[config.mk]
export PLATFORM = sky130hd
export DESIGN_NAME = txdesc_dma
export DESIGN_NICKNAME = d
export VERILOG_FILES = /design/src/rtl/txd_pkg.sv /design/src/rtl/txd_regs.sv /design/src/rtl/txd_walker.sv /design/src/rtl/txd_route.sv /design/src/rtl/txdesc_dma.sv
export SDC_FILE = /design/constraint.sdc
export NUM_CORES = 1
export LEC_CHECK = 0
export ABC_CLOCK_PERIOD_IN_PS = 3200
export BUFFER_PORTS_ARGS = -buffer_cell sky130_fd_sc_hd__buf_2
export CAP_MARGIN = 10
export CORE_ASPECT_RATIO = 0.75
export CORE_MARGIN = 5
export CORE_UTILIZATION = 40
export CTS_CLUSTER_SIZE = 12
export DETAILED_ROUTE_END_ITERATION = 10
export PLACE_DENSITY = 0.56
export SETUP_SLACK_MARGIN = 0.1
export SYNTH_ARGS = -nofsm -noshare
export SYNTH_HDL_FRONTEND = slang
export SYNTH_HIERARCHICAL = 1
export SYNTH_SLANG_ARGS = --single-unit
[constraint.sdc]
create_clock -name clk -period 3.2 [get_ports clk]
set_input_delay 0.64 -clock clk [delete_from_list [all_inputs] [get_ports clk]]
set_output_delay 0.64 -clock clk [all_outputs]
set_load 0.02 [all_outputs]
[src/rtl/txd_pkg.sv]
package txd_pkg;
  typedef enum logic [2:0] {
    W_IDLE, W_ADDR, W_SIZE, W_NEXT, W_FETCH, W_SEND, W_WB
  } walk_t;

  // register word indices
  localparam int RI_CFG   = 0;
  localparam int RI_CFG2  = 1;
  localparam int RI_GAP   = 2;
  localparam int RI_HDX   = 3;
  localparam int RI_TXCTL = 4;
  localparam int RI_DESC  = 5;
  localparam int RI_STAT  = 6;
  localparam int RI_MASK  = 7;
  localparam int RI_IRQ   = 8;

  localparam logic [31:0] DEF_CFG  = 32'h8000_0000;
  localparam logic [31:0] DEF_CFG2 = 32'h0000_7000;
  localparam logic [31:0] DEF_GAP  = 32'h4060_5060;
  localparam logic [31:0] DEF_HDX  = 32'h00A1_F037;

  localparam int CFG_TXEN  = 0;
  localparam int CFG_LOOP  = 8;
  localparam int CFG_SRST  = 31;
  localparam int EMPTY_BIT = 31;

  function automatic logic [7:0] lane_byte(input logic [31:0] w, input logic [1:0] idx);
    return w[8*idx +: 8];
  endfunction

  function automatic logic [7:0] irq_vec(input logic [7:0] mask, input logic [3:0] rx,
                                         input logic [3:0] tx);
    return mask & {rx, tx};
  endfunction

  function automatic logic [31:0] word_align(input logic [31:0] a);
    return {a[31:2], 2'b00};
  endfunction
endpackage

[src/rtl/txd_regs.sv]
module txd_regs import txd_pkg::*; #(
  parameter int RA_W  = 6,
  parameter int CNT_W = 8
) (
  input  logic            clk,
  input  logic            rst_n,
  input  logic            reg_we,
  input  logic [RA_W-1:0] reg_addr,
  input  logic [31:0]     reg_wdata,
  output logic [31:0]     reg_rdata,
  input  logic [3:0]      rx_stat,
  input  logic            frame_done,
  input  logic            underrun_hit,
  input  logic            busy,
  output logic            start,
  output logic            soft_rst,
  output logic [31:0]     desc_base,
  output logic            loop_sel,
  output logic            irq
);
  localparam int CNT_LSB = 16;

  logic [31:0]      cfg, cfg2, gap, hdx, txctl;
  logic [7:0]       mask;
  logic [CNT_W-1:0] cnt;
  logic             und, sent;
  logic [31:0]      stat_word;
  logic [7:0]       irq_reg;

  function automatic logic hit(input int i);
    return reg_we && (reg_addr == RA_W'(i));
  endfunction

  function automatic logic [CNT_W-1:0] next_count(input logic [CNT_W-1:0] c,
                                                  input logic inc, input logic dec);
    return c + CNT_W'(inc) - CNT_W'(dec);
  endfunction

  logic dec, clr_und;
  logic [CNT_W-1:0] cnt_nx;

  assign soft_rst = hit(RI_CFG) && reg_wdata[CFG_SRST];
  assign start    = hit(RI_TXCTL) && reg_wdata[0] && cfg[CFG_TXEN] && !busy;
  assign dec      = hit(RI_STAT) && reg_wdata[0];
  assign clr_und  = hit(RI_STAT) && reg_wdata[1];
  assign cnt_nx   = next_count(cnt, frame_done, dec);
  assign desc_base = word_align(txctl_base_q);
  assign loop_sel = cfg[CFG_LOOP];

  logic [31:0] txctl_base_q;

  always_ff @(posedge clk or negedge rst_n) begin
    if (!rst_n) begin
      cfg <= DEF_CFG; cfg2 <= DEF_CFG2; gap <= DEF_GAP; hdx <= DEF_HDX;
      txctl <= '0; txctl_base_q <= '0; mask <= '0;
      cnt <= '0; und <= 1'b0; sent <= 1'b0;
    end else if (soft_rst) begin
      cfg <= DEF_CFG; cfg2 <= DEF_CFG2; gap <= DEF_GAP; hdx <= DEF_HDX;
      txctl <= '0; txctl_base_q <= '0; mask <= '0;
      cnt <= '0; und <= 1'b0; sent <= 1'b0;
    end else begin
      if (hit(RI_CFG))   cfg <= reg_wdata;
      if (hit(RI_CFG2))  cfg2 <= reg_wdata;
      if (hit(RI_GAP))   gap <= reg_wdata;
      if (hit(RI_HDX))   hdx <= reg_wdata;
      if (hit(RI_DESC))  txctl_base_q <= reg_wdata;
      if (hit(RI_MASK))  mask <= reg_wdata[7:0];
      if (hit(RI_TXCTL)) txctl <= reg_wdata;
      if (underrun_hit)  txctl[0] <= 1'b0;
      cnt <= cnt_nx;
      if (frame_done)                       sent <= 1'b1;
      else if (dec && cnt_nx == '0)         sent <= 1'b0;
      if (underrun_hit)                     und <= 1'b1;
      else if (clr_und)                     und <= 1'b0;
    end
  end

  assign stat_word = (32'(cnt) << CNT_LSB) | {30'b0, und, sent};
  assign irq_reg   = irq_vec(mask, rx_stat, stat_word[3:0]);
  assign irq       = |irq_reg;

  always_comb begin
    case (int'(reg_addr))
      RI_CFG:   reg_rdata = cfg;
      RI_CFG2:  reg_rdata = cfg2;
      RI_GAP:   reg_rdata = gap;
      RI_HDX:   reg_rdata = hdx;
      RI_TXCTL: reg_rdata = txctl;
      RI_DESC:  reg_rdata = desc_base;
      RI_STAT:  reg_rdata = stat_word;
      RI_MASK:  reg_rdata = {24'b0, mask};
      RI_IRQ:   reg_rdata = {24'b0, irq_reg};
      default:  reg_rdata = '0;
    endcase
  end

  // an empty descriptor leaves underrun set and the start bit clear
  assert_underrun_stops_R7: assert property (@(posedge clk) disable iff (!rst_n)
    underrun_hit && !soft_rst |=> und && !txctl[0]);

  // a finished frame sets sent and bumps the count
  assert_frame_counts_R6: assert property (@(posedge clk) disable iff (!rst_n)
    frame_done && !dec && !soft_rst |=> sent && (cnt == $past(cnt) + CNT_W'(1)));

  // a start request puts the walker to work in the next cycle
  assert_start_runs_R2: assert property (@(posedge clk) disable iff (!rst_n)
    start |=> busy);

  // the interrupt never rises with an all-zero mask
  assert_irq_masked_R10: assert property (@(posedge clk) disable iff (!rst_n)
    irq |-> (mask != 8'h00));
endmodule

[src/rtl/txd_walker.sv]
module txd_walker import txd_pkg::*; #(
  parameter int LEN_W = 11
) (
  input  logic        clk,
  input  logic        rst_n,
  input  logic        start,
  input  logic        abort,
  input  logic [31:0] base,
  input  logic        loop_cfg,
  output logic        busy,
  output logic        frame_done,
  output logic        underrun_hit,
  output logic        mem_req,
  output logic        mem_we,
  output logic [31:0] mem_addr,
  output logic [31:0] mem_wdata,
  input  logic        mem_ack,
  input  logic [31:0] mem_rdata,
  output logic        s_valid,
  output logic [7:0]  s_data,
  output logic        s_last,
  output logic        s_loop,
  input  logic        s_ready
);
  localparam logic [31:0] OFS_SIZE = 32'd4;
  localparam logic [31:0] OFS_NEXT = 32'd8;

  walk_t            st;
  logic [31:0]      cur, nxt, bptr, size_w, word, raw_addr;
  logic [LEN_W-1:0] remain, len;
  logic             lsel, acc, byte_go, final_byte;

  assign acc        = mem_req && mem_ack;
  assign len        = size_w[LEN_W-1:0];
  assign byte_go    = s_valid && s_ready;
  assign final_byte = (remain == LEN_W'(1));

  always_comb begin
    mem_req   = 1'b0;
    mem_we    = 1'b0;
    raw_addr  = cur;
    mem_wdata = '0;
    case (st)
      W_ADDR:  begin mem_req = 1'b1; raw_addr = cur; end
      W_SIZE:  begin mem_req = 1'b1; raw_addr = cur + OFS_SIZE; end
      W_NEXT:  begin mem_req = 1'b1; raw_addr = cur + OFS_NEXT; end
      W_FETCH: begin mem_req = 1'b1; raw_addr = bptr; end
      W_WB: begin
        mem_req   = 1'b1;
        mem_we    = 1'b1;
        raw_addr  = cur + OFS_SIZE;
        mem_wdata = size_w | (32'd1 << EMPTY_BIT);
      end
      default: ;
    endcase
  end

  assign mem_addr     = word_align(raw_addr);
  assign s_valid      = (st == W_SEND);
  assign s_data       = lane_byte(word, bptr[1:0]);
  assign s_last       = final_byte;
  assign s_loop       = lsel;
  assign busy         = (st != W_IDLE);
  assign frame_done   = (st == W_WB) && acc;
  assign underrun_hit = (st == W_NEXT) && acc && size_w[EMPTY_BIT];

  always_ff @(posedge clk or negedge rst_n) begin
    if (!rst_n) begin
      st <= W_IDLE; cur <= '0; nxt <= '0; bptr <= '0;
      size_w <= '0; word <= '0; remain <= '0; lsel <= 1'b0;
    end else if (abort) begin
      st <= W_IDLE;
    end else begin
      case (st)
        W_IDLE: if (start) begin cur <= base; st <= W_ADDR; end
        W_ADDR: if (acc) begin bptr <= mem_rdata; st <= W_SIZE; end
        W_SIZE: if (acc) begin size_w <= mem_rdata; st <= W_NEXT; end
        W_NEXT: if (acc) begin
          nxt    <= mem_rdata;
          remain <= len;
          lsel   <= loop_cfg;
          if (size_w[EMPTY_BIT])  st <= W_IDLE;
          else if (len == '0)     st <= W_WB;
          else                    st <= W_FETCH;
        end
        W_FETCH: if (acc) begin word <= mem_rdata; st <= W_SEND; end
        W_SEND: if (byte_go) begin
          bptr   <= bptr + 32'd1;
          remain <= remain - LEN_W'(1);
          if (final_byte)             st <= W_WB;
          else if (bptr[1:0] == 2'b11) st <= W_FETCH;
        end
        W_WB: if (acc) begin cur <= nxt; st <= W_ADDR; end
        default: st <= W_IDLE;
      endcase
    end
  end

  // an unanswered request keeps its address and direction
  assert_req_hold_R3: assert property (@(posedge clk) disable iff (!rst_n)
    mem_req && !mem_ack && !abort |=> mem_req && $stable(mem_addr) && $stable(mem_we));

  // a stalled byte is held unchanged
  assert_byte_hold_R11: assert property (@(posedge clk) disable iff (!rst_n)
    s_valid && !s_ready && !abort |=> s_valid && $stable(s_data) && $stable(s_last));

  // the walker leaves idle only on a start request
  assert_idle_until_start_R2: assert property (@(posedge clk) disable iff (!rst_n)
    st == W_IDLE && !start |=> st == W_IDLE);
endmodule

[src/rtl/txd_route.sv]
module txd_route (
  input  logic       s_valid,
  input  logic [7:0] s_data,
  input  logic       s_last,
  input  logic       s_loop,
  output logic       s_ready,
  output logic [7:0] tx_data,
  output logic       tx_valid,
  output logic       tx_last,
  input  logic       tx_ready,
  output logic [7:0] lb_data,
  output logic       lb_valid,
  output logic       lb_last,
  input  logic       lb_ready
);
  assign tx_data  = s_data;
  assign lb_data  = s_data;
  assign tx_last  = s_last && !s_loop;
  assign lb_last  = s_last && s_loop;
  assign tx_valid = s_valid && !s_loop;
  assign lb_valid = s_valid && s_loop;
  assign s_ready  = s_loop ? lb_ready : tx_ready;
endmodule

[src/rtl/txdesc_dma.sv]
module txdesc_dma import txd_pkg::*; #(
  parameter int RA_W  = 6,
  parameter int LEN_W = 11,
  parameter int CNT_W = 8
) (
  input  logic            clk,
  input  logic            rst_n,
  input  logic            reg_we,
  input  logic [RA_W-1:0] reg_addr,
  input  logic [31:0]     reg_wdata,
  output logic [31:0]     reg_rdata,
  input  logic [3:0]      rx_stat,
  output logic            mem_req,
  output logic            mem_we,
  output logic [31:0]     mem_addr,
  output logic [31:0]     mem_wdata,
  input  logic            mem_ack,
  input  logic [31:0]     mem_rdata,
  output logic [7:0]      tx_data,
  output logic            tx_valid,
  output logic            tx_last,
  input  logic            tx_ready,
  output logic [7:0]      lb_data,
  output logic            lb_valid,
  output logic            lb_last,
  input  logic            lb_ready,
  output logic            irq
);
  logic        start, soft_rst, loop_sel, busy, frame_done, underrun_hit;
  logic [31:0] desc_base;
  logic        s_valid, s_last, s_loop, s_ready;
  logic [7:0]  s_data;

  txd_regs #(.RA_W(RA_W), .CNT_W(CNT_W)) u_regs (
    .clk(clk), .rst_n(rst_n), .reg_we(reg_we), .reg_addr(reg_addr),
    .reg_wdata(reg_wdata), .reg_rdata(reg_rdata), .rx_stat(rx_stat),
    .frame_done(frame_done), .underrun_hit(underrun_hit), .busy(busy),
    .start(start), .soft_rst(soft_rst), .desc_base(desc_base),
    .loop_sel(loop_sel), .irq(irq)
  );

  txd_walker #(.LEN_W(LEN_W)) u_walk (
    .clk(clk), .rst_n(rst_n), .start(start), .abort(soft_rst),
    .base(desc_base), .loop_cfg(loop_sel), .busy(busy),
    .frame_done(frame_done), .underrun_hit(underrun_hit),
    .mem_req(mem_req), .mem_we(mem_we), .mem_addr(mem_addr),
    .mem_wdata(mem_wdata), .mem_ack(mem_ack), .mem_rdata(mem_rdata),
    .s_valid(s_valid), .s_data(s_data), .s_last(s_last),
    .s_loop(s_loop), .s_ready(s_ready)
  );

  txd_route u_route (
    .s_valid(s_valid), .s_data(s_data), .s_last(s_last), .s_loop(s_loop),
    .s_ready(s_ready), .tx_data(tx_data), .tx_valid(tx_valid),
    .tx_last(tx_last), .tx_ready(tx_ready), .lb_data(lb_data),
    .lb_valid(lb_valid), .lb_last(lb_last), .lb_ready(lb_ready)
  );

  // a frame never appears on both streams at once
  assert_one_stream_R5: assert property (@(posedge clk) disable iff (!rst_n)
    !(tx_valid && lb_valid));
endmodule

==> results of run 1 <==
==> through the flow <==
stage	hold slack, ns	util, %	std cells	worst slack [ns]	total power [mW]
5_1_grt	0.122	49.7	3162	-0.419	23.8
2_1_floorplan	0.344	-	2261	0.108	13.2
6_report	0.0869	49.7	3162	-0.329	22.6
3_5_place_dp	0.456	44.9	3055	-0.0355	16.6
4_1_cts	0.0810	48.8	3146	-0.297	22.2
3_3_place_gp	0.446	44.9	3055	-0.00838	16.4
==> layer usage <==
layer  up-vias  global-route usage (%)  wire, µm
met5         -                       0         0
met4         0                    6.71      1650
met1      9278                    37.8     33000
met2       746                    40.2     33700
met3       116                    4.17      5480
li1       8439                       -         -
==> final timing paths <==
kind,start,cells after the start,slack (ns),endpoint
setup / recovery,u_walk/cur[12]$_DFFE_PN0P_,8,-0.33,mem_addr[23]
max in group asynchronous,rst_n,2,2.18,u_walk/size_w[5]$_DFFE_PN0P_
hold reg to reg,u_regs/cfg[31]$_DFFE_PN1P_,2,0.46,u_regs/cfg[31]$_DFFE_PN1P_
min in group clk,reg_wdata[14],3,0.31,u_regs/cfg2[14]$_DFFE_PN1P_
setup reg to reg,u_walk/st[1]$_DFFE_PN0P_,11,0.56,u_regs/sent$_DFFE_PN0P_
hold / removal,rst_n,1,0.09,u_regs/txctl_base_q[20]$_DFFE_PN0P_
==> registers in the layout, indices dropped and copies added, names as in the netlist, 32 cells and up <==
signal,count
u_regs/hdx,32
u_regs/txctl,32
u_regs/cfg,32
u_regs/cfg2,32
u_walk/bptr,32
u_regs/gap,32
u_walk/word,32
u_walk/size_w,32
==> layout by cell type (no fill, tap or decap), types with 36 or more instances in the layout <==
cell                          n
sky130_fd_sc_hd__nor2_1      97
sky130_fd_sc_hd__nand2_1    513
sky130_fd_sc_hd__buf_4      126
sky130_fd_sc_hd__buf_2      172
sky130_fd_sc_hd__a21oi_1    201
sky130_fd_sc_hd__and2_1      46
sky130_fd_sc_hd__a31oi_1     42
sky130_fd_sc_hd__nand2b_1    36
sky130_fd_sc_hd__clkbuf_16   43
sky130_fd_sc_hd__nand3_1     83
sky130_fd_sc_hd__buf_6       38
sky130_fd_sc_hd__dfrtp_1    347
sky130_fd_sc_hd__o21ai_0     87
sky130_fd_sc_hd__mux2_2      96
sky130_fd_sc_hd__a222oi_1    40
==> where the power goes <==
part / switching [mW] / internal (mW)
logic: 5.62 / 4.25
clock network: 2.11 / 2.78
registers: 1.44 / 6.36
==> worst max-delay path: stages (launching register included) <==
cell and delay, ns:
sky130_fd_sc_hd__dfrtp_2 0.45, sky130_fd_sc_hd__nand4_1 0.25, sky130_fd_sc_hd__or3_4 0.46, sky130_fd_sc_hd__nor4_2 0.27, sky130_fd_sc_hd__buf_4 0.21, sky130_fd_sc_hd__buf_4 0.13, sky130_fd_sc_hd__o21ai_0 0.06, sky130_fd_sc_hd__o211a_1 0.26
sky130_fd_sc_hd__buf_2 0.18
==> area by class of cell <==
type	instances	area (µm²)
clock buffer	65	1200
clock inverter	10	174
fill	4684	25200
inverter	39	153
multi-input combinational	1648	10200
sequential	379	9520
tap	657	822
timing repair buffer	364	2780
==> timing repair <==
item	in CTS	in global routing
pin swaps	33	35
cloned	0	1
setup buffers	16	16
gates resized for setup	114	61
hold buffers	0	0
setup endpoints to repair	36	55
==> impl_metrics.ini, run 1 <==
[timing]
tightest_slew_ns = 0.896
final.setup.tns_ns = -2.72
timing_hold_violations_final = 0
crit_path_setup_slack_layout_ns = -0.329
fin_crit_sh_pct = 110
setup_viol_count_final = 21
maxClockFrequency_mhz = 283
rsz_0062_raised_after_global_routing = yes
finalCriticalPeriod_ns = 3.53
maxSlewViolCount = 0
skew_ns = 0.0378
max_slew_margin_pct = 40.3

[global_route]
grt_overflow = 0
global_route.usage.total_pct = 25.8
first_pass_grt_wire_length_um = 112000
largest_net_degree_at_the_start_of_global_routing = 102
antenna_found_initial = 2
grt_pass1_vias = 18100

[clocking]
clock_insertion_delay_worst_skew_ns = 0.61
clock_root_cell = sky130_fd_sc_hd__clkbuf_16
cts-htree-levels = 2
tritoncts_num_sinks = 379
cts_tree = done
clkSlewWorstSetupHoldPaths_ns = 0.06
max-clock-path-buffers = 3
clock_buffer_count_from_cts = 42

[routing]
vias = 18600
dr.pass1.iters = 6
post_drt_via_cell_ratio = 5.88
iter_0_drt_violations = 1887
drt.antenna.violating_nets = 0
drcViolationCount = 0
drt_wl_total_um = 73800
routed_wire_length_per_instance_um = 23.4

[floorplanning]
die-width_um = 269
site_row_count = 71
placeableCoreArea_um2 = 50000
io_pins = 199
initial_core_util_pct = 40.3
floorplan.die_area_um2 = 55100
die_y_um = 205

[setup_path]
worstPathMaxFanout = 4
crit_required_ns = 2.56
timing.setup.critical_path_class = reg2out
worst_setup_path_start_kind = flip-flop
critical_path_arrival_ns = 2.89
worstSetupEndpointType = output pin

[cells_and_area]
finish.net_count = 2568
synthToLayoutAreaGrowth_pct = 23.1
antenna_cells_inserted = 0
share_of_post_route_cells_with_drive_strength_above_1_pct = 26.4
layout.cell_area.non_filler_um2 = 24800

[placed_design]
dp.final_hpwl_um = 51500
weighted_congestion_at_the_end_of_routability_driven_global_placement = 0.952
placedInstanceArea_um2 = 22500
placement.io_buffers = 196

[pwr]
power-per-cell-area_nw_per_um2 = 908
vdd.ir_drop.worst_mv = 0.378
total_leakage_power_nw = 10.8

[outcome]
violated_checks = setup timing
run_status = finished with violations

[flow_run]
drv_cap = 0

[logic_synthesis]
synth.avg_cell_area_um2 = 8.93
syn_inst = 2260
syn-cell-area_um2 = 20200
synth_warnings = 6

[worst_hold_path]
holdCritPathClass = in2async
No activity file was read; power rests on OpenSTA's default activity.
==> run 2: changes to the inputs <==
ABC_CLOCK_PERIOD_IN_PS = 4000   (was 3200)
SYNTH_HIERARCHICAL = unset   (was 1)
clock period = 4 ns   (was 3.2 ns; I/O delays follow)
==> run 2 against run 1 <==
Effect of this change: the run now ends clean; non-clock buffer count down 83; total power decreased by 29%; via count down 4.7%; sequential share of layout area increased by 2.6 points; clock power down 21%; clock skew fell by 0.014 ns; wire length down 4.5%; first-iteration DRC count rose by 4.2%; critical path type unchanged; highest routed layer unchanged.
==> impl_metrics.ini, run 2 <==
[timing]
maxClockFrequency_mhz = 263
finalCriticalPeriod_ns = 3.80
setup_viol_count_final = 0
skew_ns = 0.0236
maxSlewViolCount = 0
final.setup.tns_ns = 0
timing_hold_violations_final = 0
max_slew_margin_pct = 33.2
tightest_slew_ns = 1.00
rsz_0062_raised_after_global_routing = yes
fin_crit_sh_pct = 94.9

[clocking]
clock_root_cell = sky130_fd_sc_hd__clkbuf_16
max-clock-path-buffers = 3
clkSlewWorstSetupHoldPaths_ns = 0.06
clock_buffer_count_from_cts = 42
clock_insertion_delay_worst_skew_ns = 0.57
cts.hold.buffers_added = 0
cts-htree-levels = 2
cts_tree = done
tritoncts_num_sinks = 379

[logic_synthesis]
synthDominantAreaCellType = sky130_fd_sc_hd__dfrtp_1
synth_edf_count = 0
syn-cell-area_um2 = 20000
synth_warnings = 0
ff_latch_count_synth = 379
synthTopCellsByCount = sky130_fd_sc_hd__nand2_1 (501), sky130_fd_sc_hd__dfrtp_1 (356), sky130_fd_sc_hd__a21oi_1 (223)
synth_top_flop_cell = sky130_fd_sc_hd__dfrtp_1
ys_top_cells_by_area = sky130_fd_sc_hd__dfrtp_1 (45%), sky130_fd_sc_hd__nand2_1 (9.4%), sky130_fd_sc_hd__mux2_2 (5.9%)
syn_inst = 2211
yosysTopAreaCellShare_pct = 44.6
synthArstFlopShare_pct = 100
synth.avg_cell_area_um2 = 9.03
synth_cell_type_count = 79
synth-seq-area-share_pct = 47.6
cell_with_the_most_instances_after_synthesis = sky130_fd_sc_hd__nand2_1

[placed_design]
post-place-cells = 2970
weighted_congestion_at_the_end_of_routability_driven_global_placement = 0.930
placement.io_buffers = 196
dp.final_hpwl_um = 49900

[pwr]
vdd.ir_drop.worst_mv = 0.325
power-per-cell-area_nw_per_um2 = 690
total_leakage_power_nw = 10.3

[cells_and_area]
final_cell_mix = sky130_fd_sc_hd__nand2_1 (499), sky130_fd_sc_hd__dfrtp_1 (352), sky130_fd_sc_hd__a21oi_1 (222), sky130_fd_sc_hd__buf_2 (195), sky130_fd_sc_hd__o21ai_0 (155)
layout.cells.non_filler = 3047
synthToLayoutAreaGrowth_pct = 16.3
antenna_cells_inserted = 0
share_of_post_route_cells_with_drive_strength_above_1_pct = 21.4
final_common_cell = sky130_fd_sc_hd__nand2_1
finish.net_count = 2462

[routing]
dr.pass1.iters = 8
drt_wl_total_um = 70500
drt.antenna.violating_nets = 0
routed_wire_length_per_instance_um = 23.1
post_drt_via_cell_ratio = 5.81
drcViolationCount = 0
vias = 17700
iter_0_drt_violations = 1967

[setup_path]
timing.setup.critical_path_class = reg2out
worst_setup_path_start_kind = flip-flop
worstSetupEndpointType = output pin
rr_worst_depth = 12
critical_path_arrival_ns = 3.00
crit_required_ns = 3.20
worst_reg_to_reg_setup_slack_ns = 0.85
cp_slowest_stage_delay_ns = 0.50
critical-path-slowest-cell = sky130_fd_sc_hd__dfrtp_1
r2r_end = u_regs.sent$_DFFE_PN0P_
critical_path.reg2reg.startpoint = u_walk.st[0]$_DFFE_PN0P_
worst_path_most_repeated_cell = sky130_fd_sc_hd__and4_1
worstPathMaxFanout = 8
setup.worst_path.end = mem_addr[27]
crit_chain = and4_1 -> and4_1 -> nand2_1 -> nor3_1 -> mux2i_1 -> a21oi_1 -> buf_2
timing.critical_path.from = u_walk.cur[14]$_DFFE_PN0P_

[floorplanning]
placeableCoreArea_um2 = 49000
die_y_um = 204
die-width_um = 268
floorplan.die_area_um2 = 54500
site_row_count = 70
initial_core_util_pct = 40.7
io_pins = 199

[global_route]
grt_pass1_vias = 17300
global_route.usage.total_pct = 25.3
first_pass_grt_wire_length_um = 107000
largest_net_degree_at_the_start_of_global_routing = 119
antenna_found_initial = 3
grt_overflow = 0

[outcome]
run_status = complete, no violations

[flow_run]
drv_cap = 0

[worst_hold_path]
holdCritPathClass = in2async
run 2: cell count changes in the layout (fill, tap and decap cells not counted), sizes merged, moves of 10 or more:
cell,change
buf,-81
o21ai,+70
mux2i,+59
a31oi,-30
a22oi,-21
nand3,-18
nand2,-15
a21oi,+14
a222oi,-12
mux2,+10
run 2: worst min-delay path by stage:
stage / to / depth (start not counted) / start / slack [ns]
floorplan: u_regs.cfg[31]$_DFFE_PN1P_ / 2 / u_regs.cfg[31]$_DFFE_PN1P_ / 0.44
global placement: u_regs.cfg[31]$_DFFE_PN1P_ / 2 / u_regs.cfg[31]$_DFFE_PN1P_ / 0.45
detailed placement: u_regs.cfg[23]$_DFFE_PN0P_ / 2 / u_regs.cfg[23]$_DFFE_PN0P_ / 0.47
CTS: u_regs.cfg2[26]$_DFFE_PN0P_ / 1 / rst_n / 0.35
global route: u_regs.cfg2[28]$_DFFE_PN0P_ / 1 / rst_n / 0.42
finish: u_regs.cfg2[28]$_DFFE_PN0P_ / 1 / rst_n / 0.36
run 2: repair_timing:
| item | in CTS | in global routing |
|---|---|---|
| endpoints found under the setup margin | 10 | 14 |
| resized for setup | 7 | 12 |
| setup buffers | 0 | 1 |
| pin swaps | 0 | 2 |
run 2: layer usage:
layer / GRT usage, % / up-vias / wire length (µm)
met4: 6.09 / 0 / 1480
li1: - / 8103 / -
met1: 37.7 / 8832 / 32100
met3: 4.22 / 82 / 5120
met5: 0 / - / 0
met2: 38.7 / 697 / 31800
run 2: layout make-up:
class                           instances  area [µm²]
Fill cell                            4683       25800
Clock buffer                           67        1280
Multi-Input combinational cell       1631        9690
Sequential cell                       379        9520
Tap cell                              648         811
Timing Repair Buffer                  281        1720
Clock inverter                          8        90.1
Inverter                               33         124
run 2: logic make-up after synthesis:
kind of cell	after synthesis	share of synthesized area [%]
AO/OA/AOI/OAI	545	16.2
multiplexers	193	10.9
buffers and inverters	202	4.37
other	1	0.0188
adder cells (fa/ha/maj)	14	0.915
XOR/XNOR	12	0.526
flip-flops	379	47.6
AND/OR/NAND/NOR	865	19.4
run 2: report_power, final:
| group | internal [mW] | leakage [nW] | total, mW | switching (mW) |
|---|---|---|---|---|
| Clock | 2.25 | 0.668 | 3.87 | 1.61 |
| Combinational | 2.39 | 4.82 | 5.92 | 3.53 |
| Sequential | 5.03 | 4.77 | 6.24 | 1.22 |
run 2: metrics by stage:
step | cell area, µm² | setup slack [ns] | util (%) | total power [mW] | hold WS, ns
after CTS | 23200 | 0.0967 | 47.3 | 16.1 | 0.354
after floorplan | 20000 | 0.714 | - | 9.88 | 0.439
after global placement | 21800 | 0.468 | 44.4 | 12.0 | 0.448
after detailed placement | 21800 | 0.450 | 44.4 | 12.1 | 0.469
final | 23200 | 0.203 | 47.4 | 16.0 | 0.358
after global routing | 23200 | 0.0470 | 47.4 | 16.9 | 0.419
run 2: critical path, delay by kind of cell, from the launching register on:
family	cells	cell delay [ns]
AO/OA/AOI/OAI	1	0.29
buffers and inverters	1	0.23
flip-flops	1	0.50
multiplexers	1	0.12
AND/OR/NAND/NOR	4	1.28
==> run 3: changes to the inputs <==
ABC_AREA = 1   (was unset)
==> run 3 against run 2 <==
Effect of this change: clock skew down 0.010 ns; sequential cell count unchanged; worst setup slack better by 0.058 ns; area after synthesis up 0.45%; die area up 0.43%; combinational power up 6.4%; global-route usage up 1.1 points; critical path depth up 2; sequential share of layout area up 0.73 points; wire length up 4.2%; critical path type unchanged.
==> impl_metrics.ini, run 3 <==
[outcome]
run_status = complete, no violations

[setup_path]
crit_chain = ha_1 -> nand2_1 -> nor3_1 -> nand2_1 -> nor2_1 -> nand3_1 -> nand3_1 -> o2111ai_1 -> buf_2
critical_path.reg2reg.startpoint = u_walk.st[1]$_DFFE_PN0P_
timing.setup.critical_path_class = reg2out
rr_worst_depth = 9
worstSetupEndpointType = output pin
worst_reg_to_reg_setup_slack_ns = 0.92
cp_slowest_stage_delay_ns = 0.44
worstPathMaxFanout = 7
crit_required_ns = 3.20
worst_setup_path_start_kind = flip-flop
critical_path_arrival_ns = 2.94
worstPathBufferInverterCount = 1
critical-path-slowest-cell = sky130_fd_sc_hd__ha_1
r2r_end = u_walk.bptr[6]$_DFFE_PN0P_
critical-path-top-delay-family = simple AND/OR/NAND/NOR gates

[floorplanning]
initial_core_util_pct = 40.2
site_row_count = 71
die_y_um = 204
die-width_um = 269
placeableCoreArea_um2 = 49900
io_pins = 199
floorplan.die_area_um2 = 54800

[cells_and_area]
post-route-util_pct = 45.7
finish.net_count = 2866
final_common_cell = sky130_fd_sc_hd__nand2_1
synthToLayoutAreaGrowth_pct = 13.7
layout.cells.non_filler = 3461
final_cell_mix = sky130_fd_sc_hd__nand2_1 (810), sky130_fd_sc_hd__dfrtp_1 (356), sky130_fd_sc_hd__o21ai_0 (355), sky130_fd_sc_hd__inv_1 (228), sky130_fd_sc_hd__buf_2 (195)
share_of_post_route_cells_with_drive_strength_above_1_pct = 13.6

[clocking]
clock_buffer_count_from_cts = 42
tritoncts_num_sinks = 379
clock_insertion_delay_worst_skew_ns = 0.57
max-clock-path-buffers = 3
clock_root_cell = sky130_fd_sc_hd__clkbuf_16
clkSlewWorstSetupHoldPaths_ns = 0.06
cts_tree = done
cts.hold.buffers_added = 0
cts-htree-levels = 2

[timing]
fin_crit_sh_pct = 93.5
tightest_slew_ns = 1.15
timing_hold_violations_final = 0
setup_viol_count_final = 0
skew_ns = 0.0135
finalCriticalPeriod_ns = 3.74
final.setup.tns_ns = 0
maxSlewViolCount = 0
max_slew_margin_pct = 23.2
maxClockFrequency_mhz = 267
rsz_0062_raised_after_global_routing = no

[pwr]
power-per-cell-area_nw_per_um2 = 715
total_leakage_power_nw = 11.1
vdd.ir_drop.worst_mv = 0.302
post-layout-total-power_mw = 16.3

[logic_synthesis]
synth_top_flop_cell = sky130_fd_sc_hd__dfrtp_1
synth-seq-area-share_pct = 47.4
synth.avg_cell_area_um2 = 7.62
synthArstFlopShare_pct = 100
ys_top_cells_by_area = sky130_fd_sc_hd__dfrtp_1 (44%), sky130_fd_sc_hd__nand2_1 (15%), sky130_fd_sc_hd__o21ai_0 (8.9%)
yosysTopAreaCellShare_pct = 44.4
synthDominantAreaCellType = sky130_fd_sc_hd__dfrtp_1
ff_latch_count_synth = 379
syn_inst = 2632
synth_cell_type_count = 55
syn-cell-area_um2 = 20100
cell_with_the_most_instances_after_synthesis = sky130_fd_sc_hd__nand2_1
synth_warnings = 0
synth_edf_count = 0
synthTopCellsByCount = sky130_fd_sc_hd__nand2_1 (810), sky130_fd_sc_hd__dfrtp_1 (356), sky130_fd_sc_hd__o21ai_0 (355)

[global_route]
global_route.usage.total_pct = 26.4
grt_pass1_vias = 18200
antenna_found_initial = 9
grt_overflow = 0
largest_net_degree_at_the_start_of_global_routing = 105
first_pass_grt_wire_length_um = 112000

[placed_design]
placement.io_buffers = 196
post-place-cells = 3385
weighted_congestion_at_the_end_of_routability_driven_global_placement = 0.943
dp.final_hpwl_um = 52900

[routing]
drt_wl_total_um = 73500
drt.antenna.violating_nets = 0
routed_wire_length_per_instance_um = 21.2
drcViolationCount = 0
iter_0_drt_violations = 2065
vias = 18900
post_drt_via_cell_ratio = 5.47
dr.pass1.iters = 6

[flow_run]
drv_cap = 0

[worst_hold_path]
holdCritPathClass = in2async
==> run 3: worst max path at each step <==
stage                              end                      start  cells past startpoint  slack (ns)
2_1_floorplan  u_regs.sent$_DFFE_PN0P_                reg_addr[3]                     17        1.23
3_3_place_gp             reg_rdata[16]                reg_addr[5]                     10        0.67
3_5_place_dp             reg_rdata[16]                reg_addr[5]                     10        0.61
4_1_cts                  mem_wdata[22]   u_walk.st[1]$_DFFE_PN0P_                      6        0.22
5_1_grt                   mem_addr[25]  u_walk.cur[4]$_DFFE_PN0P_                     11        0.11
6_report                  mem_addr[23]  u_walk.cur[4]$_DFFE_PN0P_                      9        0.26
==> run 3: layer usage <==
layer  track usage (%)  share of wire (%)  vias up
met5                 0               0.11        -
met4              6.04                2.1       10
met3              5.30                8.1      105
met2              38.3                 43      723
met1              40.8                 47     9137
li1                  -                  -     8941
==> run 3: area by class of cell <==
| cell class | instances | area, µm² |
|---|---|---|
| antenna | 2 | 5.00 |
| clock buffer | 65 | 1210 |
| clock inverter | 9 | 85.1 |
| fill | 5122 | 27100 |
| inverter | 245 | 922 |
| multi-input combinational | 1870 | 8910 |
| sequential | 379 | 9510 |
| tap | 657 | 822 |
| timing repair buffer | 234 | 1350 |
==> run 3: what timing repair did <==
item | CTS | global route
resized for setup | 0 | 2
setup endpoints to repair | 0 | 6
buffers inserted | 0 | 0
==> run 3: where the power goes <==
part / total [mW] / switching (mW) / internal (mW)
clock network: 3.78 / 1.64 / 2.14
logic: 6.30 / 4.36 / 1.94
registers: 6.24 / 1.16 / 5.07
total: 16.3 / 7.16 / 9.15
==> run 3: logic make-up (layout without fill, tap and decap cells) <==
kind of cell / after synthesis / count (layout) / share of synthesized area (%)
compound gates: 609 / 609 / 17.1
xor+xnor: 15 / 15 / 0.655
fa+ha+maj: 14 / 14 / 0.911
buf+inv: 384 / 553 / 8.26
flops: 379 / 379 / 47.4
other cells: 1 / 4 / 0.0187
simple gates: 1230 / 1230 / 25.6
==> run 3: stage by stage <==
stage / area, µm² / hold slack, ns / setup WS, ns
floorplan: 20100 / 0.446 / 1.23
global placement: 21500 / 0.457 / 0.668
detailed placement: 21500 / 0.460 / 0.608
CTS: 22800 / 0.251 / 0.221
global route: 22800 / 0.285 / 0.106
finish: 22800 / 0.233 / 0.261
